<file path="config.mk">
export PLATFORM = sky130hd
export DESIGN_NAME = regcmd_bridge
export DESIGN_NICKNAME = d
export VERILOG_FILES = /design/src/rtl/rcb_pkg.sv /design/src/rtl/rcb_pacer.sv /design/src/rtl/rcb_port.sv /design/src/rtl/regcmd_bridge.sv
export SDC_FILE = /design/constraint.sdc
export NUM_CORES = 1
export LEC_CHECK = 0
export ABC_AREA = 1
export CELL_PAD_IN_SITES_DETAIL_PLACEMENT = 0
export CELL_PAD_IN_SITES_GLOBAL_PLACEMENT = 1
export CORE_UTILIZATION = 28
export DETAILED_ROUTE_END_ITERATION = 16
export PLACE_DENSITY_LB_ADDON = 0.1
export SLEW_MARGIN = 5
export SYNTH_ARGS = -nofsm -noshare
export SYNTH_HDL_FRONTEND = slang
export SYNTH_SLANG_ARGS = --single-unit
</file>
<file path="constraint.sdc">
create_clock -name clk -period 1.9 [get_ports clk]
set_clock_uncertainty 0.05 [all_clocks]
set_input_delay 0.38 -clock clk [delete_from_list [all_inputs] [get_ports clk]]
set_output_delay 0.38 -clock clk [all_outputs]
set_load 0.01 [all_outputs]
</file>
<file path="src/rtl/rcb_pkg.sv">
package rcb_pkg;

    localparam int unsigned CMD_W   = 64;
    localparam int unsigned DATA_W  = 32;
    localparam int unsigned BYTE_W  = 8;
    localparam int unsigned SEL_W   = 3;
    localparam int unsigned OP_W    = 4;

    localparam logic [OP_W-1:0] OP_LOCAL_REG = 4'd6;

    typedef enum logic [SEL_W-1:0] {
        SEL_OWN_ADDR = 3'd0,
        SEL_DATA     = 3'd1,
        SEL_CTRL     = 3'd2,
        SEL_CLK_STAT = 3'd3,
        SEL_EXT_ADDR = 3'd4,
        SEL_RSVD5    = 3'd5,
        SEL_RSVD6    = 3'd6,
        SEL_SOFT_RST = 3'd7
    } reg_sel_e;

    // Packed command word, most significant field first.
    typedef struct packed {
        logic                 valid;     // 63
        logic                 slv_only;  // 62
        logic                 ext_flag;  // 61
        logic [OP_W-1:0]      opcode;    // 60:57
        logic                 is_read;   // 56
        logic                 ovr;       // 55
        logic [2:0]           size;      // 54:52
        logic [1:0]           combine;   // 51:50
        logic [9:0]           addr;      // 49:40
        logic [4:0]           sel_ext;   // 39:35
        logic [SEL_W-1:0]     sel;       // 34:32
        logic [DATA_W-1:0]    data;      // 31:0
    } cmd_word_t;

endpackage

</file>
<file path="src/rtl/rcb_pacer.sv">
module rcb_pacer #(
    parameter int unsigned CYCLES = 2
) (
    input  logic clk,
    input  logic rst_n,
    input  logic start,
    input  logic busy,
    output logic last
);
    localparam int unsigned CW = (CYCLES < 2) ? 1 : $clog2(CYCLES + 1);
    localparam logic [CW-1:0] LAST_CNT = CW'(CYCLES - 1);

    logic [CW-1:0] cnt_d, cnt_q;

    always_comb begin
        cnt_d = cnt_q;
        if (start) begin
            cnt_d = '0;
        end else if (busy && (cnt_q != LAST_CNT)) begin
            cnt_d = cnt_q + 1'b1;
        end
    end

    always_ff @(posedge clk) begin
        if (!rst_n) begin
            cnt_q <= '0;
        end else begin
            cnt_q <= cnt_d;
        end
    end

    assign last = busy && (cnt_q == LAST_CNT);

endmodule

</file>
<file path="src/rtl/rcb_port.sv">
module rcb_port
    import rcb_pkg::*;
(
    input  logic               fire,
    input  logic               is_read,
    input  logic [SEL_W-1:0]   sel,
    input  logic [BYTE_W-1:0]  wbyte,
    output logic [SEL_W-1:0]   ib_sel,
    output logic               ib_wr_en,
    output logic               ib_rd_en,
    output logic [BYTE_W-1:0]  ib_wdata,
    output logic               soft_rst
);
    logic is_reset_sel;

    always_comb begin
        is_reset_sel = (sel == SEL_SOFT_RST);
        ib_sel       = sel;
        ib_wdata     = wbyte;
        ib_rd_en     = fire && is_read;
        ib_wr_en     = fire && !is_read && !is_reset_sel;
        soft_rst     = fire && !is_read && is_reset_sel;
    end

endmodule

</file>
<file path="src/rtl/regcmd_bridge.sv">
module regcmd_bridge
    import rcb_pkg::*;
#(
    parameter int unsigned ACCESS_CYCLES = 2
) (
    input  logic              clk,
    input  logic              rst_n,
    input  logic              host_wr_en,
    input  logic [63:0]       host_wr_data,
    output logic [63:0]       host_rd_data,
    output logic [2:0]        ib_sel,
    output logic              ib_wr_en,
    output logic              ib_rd_en,
    output logic [7:0]        ib_wdata,
    input  logic [7:0]        ib_rdata,
    output logic              soft_rst
);
    typedef struct packed {
        cmd_word_t word;
    } state_t;

    state_t    st_d, st_q;
    cmd_word_t incoming;
    logic      accept;
    logic      start;
    logic      last;

    rcb_pacer #(.CYCLES(ACCESS_CYCLES)) i_pacer (
        .clk   (clk),
        .rst_n (rst_n),
        .start (start),
        .busy  (st_q.word.valid),
        .last  (last)
    );

    rcb_port i_port (
        .fire     (last),
        .is_read  (st_q.word.is_read),
        .sel      (st_q.word.sel),
        .wbyte    (st_q.word.data[BYTE_W-1:0]),
        .ib_sel   (ib_sel),
        .ib_wr_en (ib_wr_en),
        .ib_rd_en (ib_rd_en),
        .ib_wdata (ib_wdata),
        .soft_rst (soft_rst)
    );

    always_comb begin
        st_d     = st_q;
        incoming = cmd_word_t'(host_wr_data);
        accept   = host_wr_en && !st_q.word.valid;
        start    = accept && incoming.valid && (incoming.opcode == OP_LOCAL_REG);

        if (accept) begin
            st_d.word = incoming;
            if (incoming.valid && (incoming.opcode != OP_LOCAL_REG)) begin
                st_d.word.valid = 1'b0;
                st_d.word.data  = '0;
            end
        end else if (last) begin
            st_d.word.valid = 1'b0;
            if (st_q.word.is_read) begin
                st_d.word.data = {{(DATA_W-BYTE_W){1'b0}}, ib_rdata};
            end
        end
    end

    always_ff @(posedge clk) begin
        if (!rst_n) begin
            st_q <= '0;
        end else begin
            st_q <= st_d;
        end
    end

    assign host_rd_data = st_q.word;

endmodule

</file>
==> metrics.cfg <==
[run_status]
outcome=complete, no violations

[routing]
avgRoutedWirePerCell_um=11.84
via_per_inst=4.288
drc=0
routed_wl_um=8006
dr_total_vias=2899
drt-initial-drc-count=66
firstDrtPassIters=4
final_antenna_net_count=0

[global_route]
gr-total-overflow=0
antenna_found_initial=0
grt_pass1_wl_um=12720
gr-usage-all-layers_pct=15.47
grt_max_degree=63
grt_pass1_vias=2630

[floorplanning]
die_y_um=103.3
fp-row-count=36
core-area_mm2=0.009864
die-area_mm2=0.01066
ios=153
die_x_um=103.3
initial_core_util_pct=29.11

[sta]
period_needed_ns=1.830
relSlewSlack_pct=73.35
rsz0062_at_grt=false
timing.final.hold_violations=0
period_share_pct=96.29
tns_ns=0
fmax_ghz=0.5466
setup_viol=0
fin_ws_ns=0.07042
drv_slew=0
worst_slew_pin_slew_ns=0.3997

[setup_path]
crit_chain=buf_4, clkdlybuf4s50_1
critPathMaxFanout=3
crit_path_top_delay_cell=clkdlybuf4s50_1
crit_type=reg -> out
worstSetupEndpointType=output port
cp_data_arrival_time_ns=1.40
required_ns=1.47
start_kind=register
critical-path-max-stage-delay_ns=0.54

[logic_synthesis]
synth_xor_area_share_pct=0.3050
synth-simple-area-share_pct=26.14
yosysWarningCount=0
syn-num-nets=479
syn-cell-area_mm2=0.002872
synthDistinctLibCells=20
synth_seq_cells=66
yosysSeqAreaShare_pct=46.01
synthAdderAreaFrac_pct=0.4357
synth_top_family_by_area=simple AND/OR/NAND/NOR gates
synth.avg_cell_area_um2=7.125
synthCells=403
synth_compound_area_share_pct=12.94
synth.mux.area_fraction_pct=0

[placed_design]
place.gp.congestion=0.6925
dp_slack_ns=0.06542
place_inst=660
port_buffers=152
place.detailed.hpwl_um=5526

[clock_network]
cts_hold_buf=0
cts.sinks=66
clkTransAtPathRegs_ns=0.08
clockBufferDepth=2
htreeDepth=3
tritoncts=built
cts-root-buf=clkbuf_8
cts_buffers=9
clk_latency_ns=0.33

[cells_and_area]
drive_above_1_share_pct=6.262
syn2layout_area_growth_pct=60.87
fin_nets=614
antenna_cells=0
final_cells=676

[power]
p_total_uw=3274
ir_worst_vdd_v=0.0003546
powerDensity_mw_per_mm2=708.7
leakage_uw=0.001891

[hold_path]
hp-class=reg -> reg

[flow_run]
max-cap-violations=0

-- placed cells by master, fill, tap and decap left out --
master	n
ha_2	1
clkinvlp_4	4
o21ai_0	40
clkdlybuf4s50_1	149
inv_2	1
dfxtp_2	1
a21oi_1	33
nand3_1	26
xor2_1	1
buf_2	1
clkdlybuf4s15_1	1
clkinv_4	1
nand3b_1	9
clkbuf_2	1
nor2_1	98
dfxtp_1	65
buf_12	3
a31oi_1	1
nand2_4	1
inv_1	39
nand4_1	1
buf_4	9
nand2_1	46
clkbuf_8	11
-- final cells by class --
type                    instances  area [um^2]
well taps                     133        166.4
fillers                      1015         5245
multi-input cells             257         1151
flip-flops and latches         66         1323
clock buffers                  11        151.4
inverters                      40        150.1
clock inverters                 5        38.79
repair buffers                164         1639
-- per-stage QoR --
step / area, um^2 / hold WS (ns) / utilization (%)
2_1_floorplan: 2872 / 0.4391 / -
3_3_place_gp: 4436 / 0.4121 / 44.96
3_5_place_dp: 4436 / 0.4234 / 44.96
4_1_cts: 4624 / 0.4354 / 46.88
5_1_grt: 4619 / 0.4548 / 46.83
6_report: 4619 / 0.4315 / 46.83
-- sequential cells by signal, indices dropped and copies added, names as in the netlist --
signal	cells
i_pacer.cnt_q	2
host_rd_data	64
-- repair_timing --
| action | 4_1_cts | 5_1_grt |
|---|---|---|
| endpoints found under the setup margin | 3 | 3 |
| setup buffers | 0 | 0 |
| gates resized for setup | 5 | 6 |
| pin swaps | 0 | 0 |
-- cell families after synthesis --
logic type,count (synthesis)
AND/OR/NAND/NOR,181
buffers and inverters,80
AO/OA/AOI/OAI,74
flip-flops,66
XOR/XNOR,1
adder cells (fa/ha/maj),1
-- critical path: cells and delay by family (launching register included) --
family	cells	cell delay, ns
buffers and inverters	2	0.68
DFF	1	0.38
-- where the power goes --
part	switching, uW	total, uW	internal [uW]
combinational	265	653	387
clock	562	1110	547
sequential	46.8	1510	1470
-- synthesized netlist by cell type, drive strengths merged --
| cell | instances | area, um^2 |
|---|---|---|
| nand4 | 1 | 6.260 |
| xor2 | 1 | 8.760 |
| o21ai | 40 | 200.2 |
| nor2 | 98 | 367.9 |
| clkbuf | 6 | 23.77 |
| a31oi | 1 | 6.260 |
| buf | 34 | 232.7 |
| a21oi | 33 | 165.2 |
| ha | 1 | 12.51 |
| nand2 | 47 | 178.9 |
| nand3 | 26 | 130.1 |
| nand3b | 9 | 67.56 |
| dfxtp | 66 | 1321 |
| inv | 40 | 150.1 |
-- routing by layer --
layer  wire length (um)  track usage (%)
met5                  0                0
met4                107            5.850
met3                618            5.108
met2               3626            26.26
met1               3655            18.16
-- worst paths after layout --
kind                                       start                to  slack, ns  cells past startpoint
worst min register to register  host_rd_data[35]  host_rd_data[35]       0.43                      2
worst max-delay path            host_rd_data[34]         ib_sel[2]       0.07                      2
worst max register to register  i_pacer.cnt_q[1]   host_rd_data[6]       0.40                      6
worst min-delay path            host_rd_data[35]  host_rd_data[35]       0.43                      2
Power figures use the tool's default switching activity.
